**config.mk**
```make
export PLATFORM = sky130hd
export DESIGN_NAME = best_time_watch
export DESIGN_NICKNAME = d
export VERILOG_FILES = /design/src/rtl/bestwatch_pkg.sv /design/src/rtl/bcd_run_timer.sv /design/src/rtl/bcd_less_than.sv /design/src/rtl/best_time_reg.sv /design/src/rtl/watch_ctrl_fsm.sv /design/src/rtl/best_time_watch.sv
export SDC_FILE = /design/constraint.sdc
export NUM_CORES = 1
export LEC_CHECK = 0
export BUFFER_PORTS_ARGS = -buffer_cell sky130_fd_sc_hd__buf_4
export CORE_UTILIZATION = 50
export CTS_CLUSTER_SIZE = 40
export DETAILED_ROUTE_END_ITERATION = 6
export GPL_ROUTABILITY_DRIVEN = 0
export HOLD_SLACK_MARGIN = 0.1
export PLACE_DENSITY = 0.69
export SLEW_MARGIN = 20
export SYNTH_ARGS = -nofsm -noshare
export SYNTH_HDL_FRONTEND = slang
export SYNTH_SLANG_ARGS = --single-unit
```
**constraint.sdc**
```tcl
create_clock -name clk -period 2.2 [get_ports clk]
set_input_delay 0.22 -clock clk [delete_from_list [all_inputs] [get_ports clk]]
set_output_delay 0.22 -clock clk [all_outputs]
set_load 0.02 [all_outputs]
```
**src/rtl/bestwatch_pkg.sv**
```systemverilog
package bestwatch_pkg;

    typedef enum logic [6:0] {
        ST_INIT  = 7'b000_0001,
        ST_CLEAR = 7'b000_0010,
        ST_RUN   = 7'b000_0100,
        ST_HALT  = 7'b000_1000,
        ST_CMP   = 7'b001_0000,
        ST_STORE = 7'b010_0000,
        ST_SHOW  = 7'b100_0000
    } watch_state_t;

    typedef struct packed {
        logic tm_clr;     // synchronous timer clear
        logic tm_en;      // carry into the lowest digit
        logic best_ld;    // load the best register
        logic best_src;   // 0: all nines, 1: timer
        logic disp_sel;   // 0: timer, 1: best
        logic dp;         // decimal point enable
    } watch_ctrl_t;

endpackage

```
**src/rtl/bcd_run_timer.sv**
```systemverilog
module bcd_run_timer #(
    parameter int DIGITS = 4
) (
    input  logic                  clk,
    input  logic                  rst,
    input  logic                  clr,
    input  logic                  en,
    output logic [4*DIGITS-1:0]   value,
    output logic                  full
);
    localparam int W = 4 * DIGITS;

    logic [DIGITS-1:0] nines;
    logic [DIGITS:0]   carry;

    assign full     = &nines;
    assign carry[0] = en & ~full;

    for (genvar i = 0; i < DIGITS; i++) begin : g_digit
        logic [3:0] dq;
        assign nines[i]      = (dq == 4'd9);
        assign carry[i+1]    = carry[i] & nines[i];
        assign value[4*i +: 4] = dq;

        always_ff @(posedge clk or posedge rst) begin
            if (rst) begin
                dq <= 4'd0;
            end else if (clr) begin
                dq <= 4'd0;
            end else if (carry[i]) begin
                dq <= nines[i] ? 4'd0 : dq + 4'd1;
            end
        end
    end

    // a clear cycle leaves the timer at zero
    a_r3_clear_zero: assert property (@(posedge clk) disable iff (rst)
        clr |=> (value == '0));

    // a counting step always changes the value
    a_r4_step_moves: assert property (@(posedge clk) disable iff (rst)
        (en && !clr && !full) |=> (value != $past(value)));

    // at all nines the timer holds
    a_r5_no_wrap: assert property (@(posedge clk) disable iff (rst)
        (en && !clr && full) |=> $stable(value));

    logic [W-1:0] unused_w;
    assign unused_w = '0;
endmodule

```
**src/rtl/bcd_less_than.sv**
```systemverilog
module bcd_less_than #(
    parameter int DIGITS = 4
) (
    input  logic [4*DIGITS-1:0] a,
    input  logic [4*DIGITS-1:0] b,
    output logic                lt
);
    // stage s looks at digit DIGITS-1-s, most significant first
    logic [DIGITS:0] decided;
    logic [DIGITS:0] less;

    assign decided[0] = 1'b0;
    assign less[0]    = 1'b0;

    for (genvar s = 0; s < DIGITS; s++) begin : g_cell
        localparam int D = DIGITS - 1 - s;
        logic [3:0] da, db;
        assign da = a[4*D +: 4];
        assign db = b[4*D +: 4];
        assign decided[s+1] = decided[s] | (da != db);
        assign less[s+1]    = decided[s] ? less[s] : (da < db);
    end

    assign lt = less[DIGITS];
endmodule

```
**src/rtl/best_time_reg.sv**
```systemverilog
module best_time_reg #(
    parameter int DIGITS = 4
) (
    input  logic                clk,
    input  logic                rst,
    input  logic                load,
    input  logic                src_timer,
    input  logic [4*DIGITS-1:0] timer_val,
    output logic [4*DIGITS-1:0] best
);
    localparam int W = 4 * DIGITS;
    localparam logic [W-1:0] ALL_NINES = {DIGITS{4'h9}};

    logic [W-1:0] load_val;
    assign load_val = src_timer ? timer_val : ALL_NINES;

    always_ff @(posedge clk or posedge rst) begin
        if (rst)       best <= '0;
        else if (load) best <= load_val;
    end

    // no load, no change
    a_r8_hold_unless_load: assert property (@(posedge clk) disable iff (rst)
        !load |=> $stable(best));
endmodule

```
**src/rtl/watch_ctrl_fsm.sv**
```systemverilog
module watch_ctrl_fsm
    import bestwatch_pkg::*;
(
    input  logic         clk,
    input  logic         rst,
    input  logic         start,
    input  logic         stop,
    input  logic         cmp_store,
    input  logic         alt,
    output watch_state_t state,
    output watch_ctrl_t  ctrl
);
    watch_state_t nxt;

    always_ff @(posedge clk or posedge rst) begin
        if (rst) state <= ST_INIT;
        else     state <= nxt;
    end

    always_comb begin
        nxt = state;
        unique case (state)
            ST_INIT:  nxt = ST_CLEAR;
            ST_CLEAR: if (start) nxt = ST_RUN;
            ST_RUN:   if (stop)  nxt = ST_HALT;
            ST_HALT: begin
                if (start)          nxt = ST_CLEAR;
                else if (cmp_store) nxt = ST_CMP;
            end
            ST_CMP:   nxt = alt ? ST_STORE : ST_SHOW;
            ST_STORE: nxt = ST_SHOW;
            ST_SHOW:  if (start) nxt = ST_CLEAR;
            default:  nxt = ST_INIT;
        endcase
    end

    always_comb begin
        ctrl    = '0;
        ctrl.dp = 1'b1;
        unique case (state)
            ST_INIT: begin
                ctrl.best_ld  = 1'b1;
                ctrl.best_src = 1'b0;
            end
            ST_CLEAR: ctrl.tm_clr = 1'b1;
            ST_RUN:   ctrl.tm_en  = 1'b1;
            ST_HALT:  ctrl.disp_sel = 1'b0;
            ST_CMP:   ctrl.disp_sel = 1'b1;
            ST_STORE: begin
                ctrl.best_ld  = 1'b1;
                ctrl.best_src = 1'b1;
                ctrl.disp_sel = 1'b1;
            end
            ST_SHOW:  ctrl.disp_sel = 1'b1;
            default:  ctrl.disp_sel = 1'b0;
        endcase
    end

    a_r2_onehot: assert property (@(posedge clk) disable iff (rst)
        $countones(state) == 1);

    a_r3_wait_start: assert property (@(posedge clk) disable iff (rst)
        (state == ST_CLEAR && !start) |=> (state == ST_CLEAR));

    a_r4_stop_halts: assert property (@(posedge clk) disable iff (rst)
        (state == ST_RUN && stop) |=> (state == ST_HALT));

    a_r6_start_wins: assert property (@(posedge clk) disable iff (rst)
        (state == ST_HALT && start) |=> (state == ST_CLEAR));

    a_r7_store_if_less: assert property (@(posedge clk) disable iff (rst)
        (state == ST_CMP && alt) |=> (state == ST_STORE));

    a_r7_skip_if_not_less: assert property (@(posedge clk) disable iff (rst)
        (state == ST_CMP && !alt) |=> (state == ST_SHOW));
endmodule

```
**src/rtl/best_time_watch.sv**
```systemverilog
module best_time_watch
    import bestwatch_pkg::*;
#(
    parameter int DIGITS = 4
) (
    input  logic                 clk,
    input  logic                 rst,
    input  logic                 start,
    input  logic                 stop,
    input  logic                 cmp_store,
    output logic [4*DIGITS-1:0]  disp,
    output logic                 dp_en,
    output logic [6:0]           state_oh
);
    localparam int W = 4 * DIGITS;
    localparam logic [W-1:0] ALL_NINES = {DIGITS{4'h9}};

    watch_state_t state;
    watch_ctrl_t  ctrl;
    logic [W-1:0] timer_q;
    logic [W-1:0] best_q;
    logic         timer_full;
    logic         alt;

    watch_ctrl_fsm u_fsm (
        .clk       (clk),
        .rst       (rst),
        .start     (start),
        .stop      (stop),
        .cmp_store (cmp_store),
        .alt       (alt),
        .state     (state),
        .ctrl      (ctrl)
    );

    bcd_run_timer #(.DIGITS(DIGITS)) u_timer (
        .clk   (clk),
        .rst   (rst),
        .clr   (ctrl.tm_clr),
        .en    (ctrl.tm_en),
        .value (timer_q),
        .full  (timer_full)
    );

    best_time_reg #(.DIGITS(DIGITS)) u_best (
        .clk       (clk),
        .rst       (rst),
        .load      (ctrl.best_ld),
        .src_timer (ctrl.best_src),
        .timer_val (timer_q),
        .best      (best_q)
    );

    bcd_less_than #(.DIGITS(DIGITS)) u_cmp (
        .a  (timer_q),
        .b  (best_q),
        .lt (alt)
    );

    assign disp     = ctrl.disp_sel ? best_q : timer_q;
    assign dp_en    = ctrl.dp;
    assign state_oh = state;

    logic unused_full;
    assign unused_full = timer_full;

    // leaving INIT the best register holds all nines
    a_r1_init_nines: assert property (@(posedge clk) disable iff (rst)
        (state == ST_INIT) |=> (best_q == ALL_NINES));

    // outside INIT the best value never grows
    a_r8_never_grows: assert property (@(posedge clk) disable iff (rst)
        (state != ST_INIT) |=> (best_q <= $past(best_q)));

    // a store only ever follows a strict win in CMP
    a_r7_store_after_win: assert property (@(posedge clk) disable iff (rst)
        (state == ST_STORE) |-> (timer_q < best_q));
endmodule

```
### Yosys cells after proc, flatten, opt, wreduce, memory -nomap -nowiden

Cells that the tools add are included.

* reduce and logical (&&, ||, !) cells: 7
* bitwise logic cells: 7
* eq/ne operators: 18
* $lt $le $gt $ge: 4
* muxes and demuxes: 28
* add/subtract/negate cells: 4

Operators by type and width (number)
* 7-bit one-hot mux with 7 select lines: 1
* 4-bit two-way mux: 12
* 7-bit two-way mux: 6
* 16-bit two-way mux: 2
* 4-bit by 1-bit adder with 4-bit output, second input constant: 4
* 4-bit equality test, second input constant: 4
* 4-bit less-than comparator: 4
* 4-bit inequality test: 3
* 4-bit AND reduction: 2
* 2-bit nonzero test: 4
* 7-bit by 1-bit equality test with 1-bit output, second input constant: 1
* 7-bit by 2-bit equality test with 1-bit output, second input constant: 1
* 7-bit by 3-bit equality test with 1-bit output, second input constant: 1
* 7-bit by 4-bit equality test with 1-bit output, second input constant: 1
* 7-bit by 5-bit equality test with 1-bit output, second input constant: 1
* 7-bit by 6-bit equality test with 1-bit output, second input constant: 1
* 7-bit equality test, second input constant: 1
* 1-bit two-way mux: 6
* 2-bit inequality test, second input constant: 3
* 1-bit bitwise AND: 4
* 2-bit one-hot mux with 2 select lines: 1
* 3-bit inequality test, second input constant: 1
* 3-bit OR reduction: 1
* 1-bit bitwise OR: 2
* 1-bit NOT: 1

* output and inout port bits: 24
* input port bits: 5
* flip-flop bits (word level): 39
* word-level logic and storage cells: 74

### Longest topological paths before layout

Gate-level depths: netlist of run 1.

* depth after elaboration: 9
* mapped depth: 8
* gate-level depth less buffers: 7

### Hierarchy

Synthesis of run 1 repeated with hierarchy kept, for this count alone.

* cell total of the unflattened synthesis: 275
* area total of the unflattened synthesis: 2723.9 um^2

Modules (own cells, without submodules)
* bcd_run_timer: seq. area each 400.4 um^2, instances 1, area an instance 989.7 um^2, cells each 103
* best_time_reg: seq. area each 400.4 um^2, instances 1, area an instance 579.3 um^2, cells each 38
* watch_ctrl_fsm: seq. area each 176.4 um^2, instances 1, area an instance 503.0 um^2, cells each 61
* bcd_less_than: seq. area each 0.0 um^2, instances 1, area an instance 402.9 um^2, cells each 55
* best_time_watch: seq. area each 0.0 um^2, instances 1, area an instance 249.0 um^2, cells each 18

### Worst setup path after synthesis of run 1

No wires, ideal clock.

* path kind: register to output
* start point: reg u_fsm.state[1]
* end point: out disp[0]
* slack: 77 ps
* cell stages (with the launch flop): 6
* data arrival time: 1903 ps
* buffers on the path: 1
* data required time: 1980 ps
* path through: dfrtp_1 -> nor2_1 -> nand2_1 -> or2_2 -> clkbuf_1 -> o21ai_0

* longest elaborated chain between the ends: 4
* elaborated cells on any way between the ends: 6
* those cells by class: 3 x eq/ne; 2 x mux; 1 x reduce/logical

Ends and longest elaborated chain
* from (decl): RTL line watch_ctrl_fsm.sv:10 `output watch_state_t state,`
* from (signal assigned): RTL line watch_ctrl_fsm.sv:17 `else state <= nxt;`
* 7-bit by 5-bit equality test with 1-bit output, or another cell as far along: RTL line watch_ctrl_fsm.sv:40 `unique case (state)`
* 3-bit OR reduction (no source line) (*)
* 1-bit two-way mux (*): RTL line watch_ctrl_fsm.sv:40
* 16-bit two-way mux (*): RTL line best_time_watch.sv:60 `assign disp = ctrl.disp_sel ? best_q : timer_q;`
* to (decl): RTL line best_time_watch.sv:11 `output logic [4*DIGITS-1:0] disp,`

Mark *: on every way between the ends. The rest lies on a longest branch, timed or not.

### Final worst setup path of run 1

* start point: reg u_fsm.state[5]
* end point: out disp[7]

The elaborated chain is that of the path after synthesis.

==> results.toml, run 1 <==
[clock_tree]
clk_path_buf_depth = 2
cts.sink_count = 39
root_buffer = "clkbuf_8"
clkLatencyLatePin_ns = 0.29
numCtsBuffers = 5
h-tree-depth = 2
cts_tree = "done"
path_clk_slew_ns = 0.07

[grt]
overflow = 0
grt_pass1_wl_um = 10560
grt_usage = 0.2633
antenna_found_initial = 0
grt_max_degree = 40
grt_pass1_vias = 2159

[floorplan]
die_x_um = 73.05
core_area_mm2 = 0.004786
dieArea_mm2 = 0.005336
die_height_um = 73.05
rows = 25
initial_utilization = 0.5273
num_io_pins = 29

[synth]
avgSynthCellArea_um2 = 8.732
synth_cell_types = 55
ys.flop_type = "dfrtp_1"
synth_warnings = 0
yosysTopAreaCell = "dfrtp_1"
ys_async_sr_fraction = 1.000
synth_top_area_share = 0.3768
synthCells = 289
yosysMostFrequentCell = "dfrtp_1"
ys_ff_latch = 39
synth_edf_count = 0
synth_nets = 309
ys_top_cells_by_count = "dfrtp_1 (38), nand2_1 (37), o21ai_0 (36)"
synth_seq_area_share = 0.3872
synth_area_leaders = "dfrtp_1 (38%), ha_1 (7.4%), o21ai_0 (7.1%)"
synth_area_mm2 = 0.002524

[setup_path]
required_ns = 1.98
reg2reg_slack_ns = 0.16
cpMaxStageDelayCell = "dfrtp_2"
r2r_cells = 5
arrival_ns = 1.89
r2r_end = "u_fsm.state[6]$_DFFE_PP0P_"
r2r_start = "u_timer.g_digit[3].dq[2]$_DFFE_PP0P_"
crit_path_end_kind = "primary output"
crit_type = "reg -> out"
path_delay_family = "flip-flops"
crit_path_cell_trace = "o21ai_0 > o21ai_1 > or2_4 > buf_4 > o21ai_0 > buf_4"
cp_slowest_stage_delay_ns = 0.47
cp-start-kind = "flip-flop"
crit_fanout = 7
cp.buffers_inverters = 2

[sta]
setup_tns_ns = 0
setup_viol = 0
fmax_ghz = 0.4736
period_needed_ns = 2.111
slew_headroom = 0.6654
rsz0062_at_grt = "false"
slew_violations = 0
worst_pin_slew_ns = 0.5020
finalCritPeriodShare = 0.9598
finClkSkew_ns = 0.004150
hold_viol_final = 0

[power]
p_leak_nw = 1.352
ir_worst_vdd_mv = 0.3652
cellPowerDensity_mw_per_mm2 = 703.8

[worst_hold_path]
min_delay_worst_endpoint = "u_fsm.state[4]$_DFFE_PP0P_"
min-delay-start = "start"
holdPathStages = 2
hp-class = "in -> reg"

[finish]
fill_cells = 435
drive_gt1_frac = 0.2321
n_antenna_cell = 0
syn2layout_area_growth_pct = 20.03
multi_input_area_mm2 = 0.001391
nets = 357
ff_latch_area_um2 = 979.7
finish.utilization = 0.6329

[run_status]
status = "finished clean"

[run]
drv_cap = 0

[drt]
ant_nets = 0
wire_per_inst_um = 15.55
avgViaCountPerCell = 5.620
drc = 0
routed_wl_um = 6267
via_count = 2265
firstDrtPassIters = 4
drt-initial-drc-count = 221

[place]
numPortBuffers = 27
dpl.hpwl_um = 4334
where the power goes:
part | internal [mW] | switching [mW] | total, mW
combinational | 0.358 | 0.517 | 0.875
clock | 0.211 | 0.236 | 0.447
sequential | 0.770 | 0.0395 | 0.810
total | 1.34 | 0.792 | 2.13
worst register-to-register path, delay by kind of cell, from the launching register on:
kind / cells / cell delay, ns
AOI/OAI and AO/OA: 2 / 0.60
and+or+nand+nor: 2 / 0.50
DFF: 1 / 0.47
adders and majority gates: 1 / 0.34
through the flow:
step                      power (mW)  setup slack (ns)  cells  instance area [µm²]  hold slack [ns]
after floorplan                1.323           0.07654    289                 2524           0.2927
after detailed placement       1.672            0.1772    392                 2908           0.3774
after global placement         1.670            0.2264    392                 2908           0.3806
after global routing           2.264          0.005884    403                 3029           0.1218
after CTS                      2.135           0.01794    403                 3022           0.1218
final                          2.132           0.08854    403                 3029           0.1208
sequential cells by signal, indices dropped and copies added, names as in the netlist:
signal              cells
u_fsm.state             7
u_timer.g_digit.dq     16
u_best.best            16
metal layers:
metal,vias up,share of wire,wire length [µm],GRT usage
met5,-,0,0,0
met2,54,0.46,2874,0.4033
li1,1116,-,-,-
met4,0,0.016,99,0.08715
met3,8,0.051,318,0.05387
met1,1087,0.47,2974,0.3704
final cells by class:
class                           count  area share
Clock buffer                        6     0.02396
Inverter                           25     0.03098
Multi-Input combinational cell    212      0.4593
Sequential cell                    39      0.3234
Tap cell                           67     0.02767
Timing Repair Buffer               54      0.1347
logic make-up after synthesis:
family / synth area share
buf+inv: 0.06693
simple gates: 0.2152
xor+xnor: 0.02083
compound gates: 0.1889
fa+ha+maj: 0.07437
flops: 0.3872
mux: 0.04512
other cells: 0.001486
worst max-delay path by stage:
stage | endpoint | cells after the start | startpoint | slack, ns
2_1_floorplan | disp[0] | 5 | u_fsm.state[1]$_DFFE_PP0P_ | 0.08
3_3_place_gp | disp[8] | 5 | u_fsm.state[5]$_DFFE_PP0P_ | 0.23
3_5_place_dp | disp[8] | 5 | u_fsm.state[5]$_DFFE_PP0P_ | 0.18
4_1_cts | disp[7] | 6 | u_fsm.state[5]$_DFFE_PP0P_ | 0.02
5_1_grt | disp[7] | 6 | u_fsm.state[5]$_DFFE_PP0P_ | 0.006
6_report | disp[7] | 6 | u_fsm.state[5]$_DFFE_PP0P_ | 0.09
cell usage in the layout, fill, tap and decap left out, types with 3 or more instances in the layout:
cell type  netlist  layout
buf_4            2      53
nand2_1         37      37
dfrtp_1         38      36
o21ai_0         36      34
inv_1           25      25
nor2_1          16      15
ha_1            15      15
a21oi_1          9       9
mux2i_1          8       8
nand3_1          7       7
nand2b_1         7       7
nor3_1           6       6
nand4_1          6       6
o22ai_1          6       6
clkbuf_8         0       5
and4bb_2         4       4
a22oi_1          4       4
xnor2_1          3       3
or3_1            3       3
o211ai_1         3       3
o21ai_1          1       3
a2bb2oi_1        3       3
xor2_1           3       3
mux2_2           3       3
timing repair:
item / 4_1_cts / 5_1_grt
resized for setup: 2 / 5
pin swaps: 1 / 0
hold buffers: 1 / 0
buffers inserted: 3 / 0
gates cloned: 1 / 0
setup endpoints to repair: 6 / 15
endpoints found under the hold margin: 38 / 0
Power figures use the tool's default switching activity.
==> run 2: changes to the inputs <==
==> constraint.sdc (replaced) <==
create_clock -name clk -period 2.2 [get_ports clk]
set_input_delay 0.55 -clock clk [delete_from_list [all_inputs] [get_ports clk]]
set_output_delay 0.55 -clock clk [all_outputs]
set_load 0.02 [all_outputs]
==> results.toml, run 2 (synthesis results as in run 1) <==
[run_status]
status = "complete, but fails checks"
violations = "negative setup slack"

[finish]
stdcell_area_mm2 = 0.003292
final_cells = 416
finish.utilization = 0.6878
nets = 368
fill_cells = 393
final_cell_mix = "buf_4 (58), dfrtp_1 (37), nand2_1 (35)"
largestRegisters = "u_best.best (16), u_timer.g_digit.dq (16), u_fsm.state (7)"
n_antenna_cell = 0
final_common_cell = "buf_4"
syn2layout_area_growth_pct = 30.44
drive_gt1_frac = 0.3009

[sta]
period_needed_ns = 2.411
hold_viol_final = 0
slew_violations = 0
finClkSkew_ns = 0.01266
timing.final.ws_setup_ns = -0.2107
worst_pin_slew_ns = 0.5073
fmax_ghz = 0.4148
rsz0062_at_grt = "true"
slew_headroom = 0.6618
finalCritPeriodShare = 1.096
setup_viol = 16

[floorplan]
initial_utilization = 0.5273
die_x_um = 73.05
num_io_pins = 29
die_height_um = 73.05
core_area_mm2 = 0.004786
dieArea_mm2 = 0.005336
rows = 25

[place]
numPortBuffers = 27
dp_slack_ns = 0.02113
placedInstanceArea_mm2 = 0.003065
dp_cells = 402
dpl.hpwl_um = 4702

[drt]
drt-initial-drc-count = 159
wire_per_inst_um = 15.70
avgViaCountPerCell = 5.644
via_count = 2348
routed_wl_um = 6531
drc = 0
firstDrtPassIters = 4
ant_nets = 0

[clock_tree]
clk_path_buf_depth = 2
clkLatencyLatePin_ns = 0.30
cts_hold_buf = 0
cts_tree = "done"
root_buffer = "clkbuf_8"
numCtsBuffers = 5
h-tree-depth = 2
cts.sink_count = 39
path_clk_slew_ns = 0.08

[worst_hold_path]
hp-class = "in -> async"

[grt]
grt_usage = 0.2740
antenna_found_initial = 0
grt_pass1_wl_um = 10880
grt_pass1_vias = 2177
overflow = 0
grt_max_degree = 40

[setup_path]
crit_path_end_kind = "primary output"
crit_fanout = 8
required_ns = 1.65
arrival_ns = 1.86
cp-start-kind = "flip-flop"
crit_type = "reg -> out"

[run]
drv_cap = 0

[power]
cellPowerDensity_mw_per_mm2 = 747.3
p_leak_nw = 1.475
p_total_mw = 2.460
ir_worst_vdd_mv = 0.7897
run 2: cell types whose count changed in the layout (fill, tap and decap cells not counted), sizes merged:
| cell | previous run | this run |
|---|---|---|
| buf | 53 | 66 |
| dlygate4sd3 | 1 | 0 |
| bufinv | 0 | 2 |
| or2 | 3 | 2 |
run 2: per-layer routing:
| layer | up-vias | track usage | share of wire |
|---|---|---|---|
| met1 | 1118 | 0.3781 | 0.46 |
| met4 | 0 | 0.1329 | 0.022 |
| met3 | 15 | 0.04282 | 0.051 |
| met5 | - | 0 | 0 |
| met2 | 76 | 0.4187 | 0.47 |
| li1 | 1139 | - | - |
run 2: stage by stage:
step,setup TNS [ns],hold slack [ns]
4_1_cts,-1.485,0.3824
3_5_place_dp,0,0.4928
3_3_place_gp,0,0.4853
6_report,-2.377,0.3622
2_1_floorplan,-0.01819,0.4975
5_1_grt,-3.482,0.4295
run 2: worst paths after layout:
check                                                      from                              endpoint  slack (ns)  depth (start not counted)
max in group asynchronous                                   rst            u_fsm.state[1]$_DFFE_PP0P_        1.46                          3
max reg2reg                          u_fsm.state[5]$_DFFE_PP0P_  u_timer.g_digit[1].dq[2]$_DFFE_PP0P_        0.17                          7
min reg2reg                u_timer.g_digit[3].dq[0]$_DFFE_PP0P_  u_timer.g_digit[3].dq[0]$_DFFE_PP0P_        0.50                          1
min in group clk                                          start            u_fsm.state[4]$_DFFE_PP0P_        0.46                          2
max                                  u_fsm.state[5]$_DFFE_PP0P_                               disp[8]       -0.21                          6
min                                                         rst  u_timer.g_digit[3].dq[2]$_DFFE_PP0P_        0.36                          3
run 2: area by class of cell:
| type | count | area, µm² | share of cell area |
|---|---|---|---|
| clock buffers | 6 | 72.57 | 0.02204 |
| clock inverters | 2 | 60.06 | 0.01824 |
| inverters | 25 | 93.84 | 0.02851 |
| multi-input cells | 211 | 1478 | 0.4489 |
| flip-flops and latches | 39 | 978.4 | 0.2972 |
| well taps | 67 | 83.83 | 0.02547 |
| repair buffers | 66 | 525.5 | 0.1596 |
run 2: power by group:
group / total (mW) / internal [mW] / leakage [nW] / switching [mW]
logic: 0.932 / 0.380 / 0.914 / 0.552
clock network: 0.718 / 0.454 / 0.0654 / 0.265
registers: 0.809 / 0.772 / 0.496 / 0.0369
total: 2.46 / 1.61 / 1.48 / 0.854
run 2: timing repair:
action	CTS	global route
resized for setup	16	0
pin swaps	2	2
setup buffers	5	1
endpoints found under the hold margin	0	0
endpoints found under the setup margin	16	16
run 2: worst max-delay path: stages (launching register included):
cell	delay [ns]
dfrtp_1	0.42
xor2_1	0.19
o21ai_1	0.14
or2_4	0.23
buf_6	0.12
mux2_2	0.33
buf_6	0.13
==> run 3: changes to the inputs <==
PLACE_DENSITY = 0.73   (was 0.69)
==> results.toml, run 3 (synthesis results as in run 1) <==
[setup_path]
crit_fanout = 6
cp_slowest_stage_delay_ns = 0.41
arrival_ns = 1.78
required_ns = 1.65
crit_type = "reg -> out"
r2r_start = "u_timer.g_digit[2].dq[0]$_DFFE_PP0P_"
crit_path_cell_trace = "xor2_1 > o21ai_1 > or2_4 > buf_6 > mux2_4 > buf_6"
path_common_cell = "buf_6"
cpMaxStageDelayCell = "dfrtp_1"
worstSetupStartpoint = "u_fsm.state[5]$_DFFE_PP0P_"
path_delay_family = "flip-flops"
cp.buffers_inverters = 2
cp-start-kind = "flip-flop"
crit_path_end_kind = "primary output"

[grt]
overflow = 0
antenna_found_initial = 0
grt_usage = 0.2665
grt_pass1_vias = 2289
grt_pass1_wl_um = 10730
grt_max_degree = 40

[clock_tree]
clk_path_buf_depth = 2
cts_hold_buf = 0
root_buffer = "clkbuf_8"
numCtsBuffers = 5
cts_tree = "done"
path_clk_slew_ns = 0.08
h-tree-depth = 2
cts.sink_count = 39
clkLatencyLatePin_ns = 0.30

[floorplan]
num_io_pins = 29
die_x_um = 73.05
die_height_um = 73.05
dieArea_mm2 = 0.005336
initial_utilization = 0.5273
core_area_mm2 = 0.004786
rows = 25

[sta]
worst_pin_slew_ns = 0.5246
timing.final.ws_setup_ns = -0.1340
slew_violations = 0
finalCritPeriodShare = 1.061
period_needed_ns = 2.334
hold_viol_final = 0
fmax_ghz = 0.4284
finClkSkew_ns = 0.01105
setup_viol = 14
slew_headroom = 0.6502
rsz0062_at_grt = "true"

[run_status]
status = "complete, but fails checks"
violations = "negative setup slack"

[drt]
firstDrtPassIters = 4
ant_nets = 0
via_count = 2357
wire_per_inst_um = 16.01
avgViaCountPerCell = 5.680
drt-initial-drc-count = 114
routed_wl_um = 6646
drc = 0

[power]
ir_worst_vdd_mv = 0.6907
p_total_mw = 2.460
p_leak_nw = 1.502
cellPowerDensity_mw_per_mm2 = 725.0

[finish]
final_common_cell = "buf_4"
fill_cells = 372
syn2layout_area_growth_pct = 34.46
stdcell_area_mm2 = 0.003393
nets = 367
final_cell_mix = "buf_4 (42), dfrtp_1 (37), nand2_1 (29)"
ff_latch_area_um2 = 978.4
drive_gt1_frac = 0.3218
largestRegisters = "u_best.best (16), u_timer.g_digit.dq (16), u_fsm.state (7)"
multi_input_area_mm2 = 0.001521
finish.utilization = 0.7090
n_antenna_cell = 0

[place]
placedInstanceArea_mm2 = 0.003073
dp_slack_ns = 0.07007
dpl.hpwl_um = 4909
numPortBuffers = 27

[worst_hold_path]
hp-class = "in -> async"

[run]
drv_cap = 0
-- run 3: repair_timing --
item,4_1_cts,5_1_grt
pin swaps,4,3
cloned,0,0
endpoints found under the setup margin,16,16
resized for setup,32,12
setup buffers,3,1
-- run 3: final timing paths --
check | end | slack (ns) | depth (start not counted)
min | u_timer.g_digit[3].dq[2]$_DFFE_PP0P_ | 0.38 | 3
min in group clk | u_fsm.state[4]$_DFFE_PP0P_ | 0.46 | 2
max | disp[8] | -0.13 | 6
min reg2reg | u_timer.g_digit[3].dq[0]$_DFFE_PP0P_ | 0.54 | 1
max reg2reg | u_fsm.state[6]$_DFFE_PP0P_ | 0.20 | 6
max in group asynchronous | u_fsm.state[1]$_DFFE_PP0P_ | 1.43 | 3
-- run 3: cell type report --
cell class | instances | share of cell area
clock buffer | 6 | 0.02139
timing repair buffer | 65 | 0.1718
inverter | 25 | 0.02765
tap | 67 | 0.02471
clock inverter | 2 | 0.01770
sequential | 39 | 0.2883
multi-input combinational | 211 | 0.4484
-- run 3: power by group --
part | switching, mW | internal, mW | leakage (nW)
clock network | 0.258 | 0.454 | 0.0654
logic | 0.534 | 0.395 | 0.941
registers | 0.0477 | 0.772 | 0.496
-- run 3: routing by layer --
metal  wire length (µm)  up-vias  track usage
met3                248        7      0.03867
met5                  0        -            0
met2               3392       44       0.4568
li1                   -     1145            -
met1               2939     1161       0.3489
met4                 65        0      0.07625
-- run 3: per-stage QoR --
step,TNS [ns],cells,hold slack (ns)
6_report,-1.208,415,0.3848
5_1_grt,-2.561,415,0.4371
3_5_place_dp,0,403,0.5303
4_1_cts,-1.695,414,0.3971
2_1_floorplan,-0.01819,289,0.4975
3_3_place_gp,0,403,0.4849
-- run 3: worst reg2reg max path, stage by stage (launching register included) --
cell and delay, ns:
dfrtp_1 0.45, inv_1 0.11, ha_1 0.32, nand4_1 0.12, or2_2 0.32, o41ai_1 0.41
o21ai_0 0.14
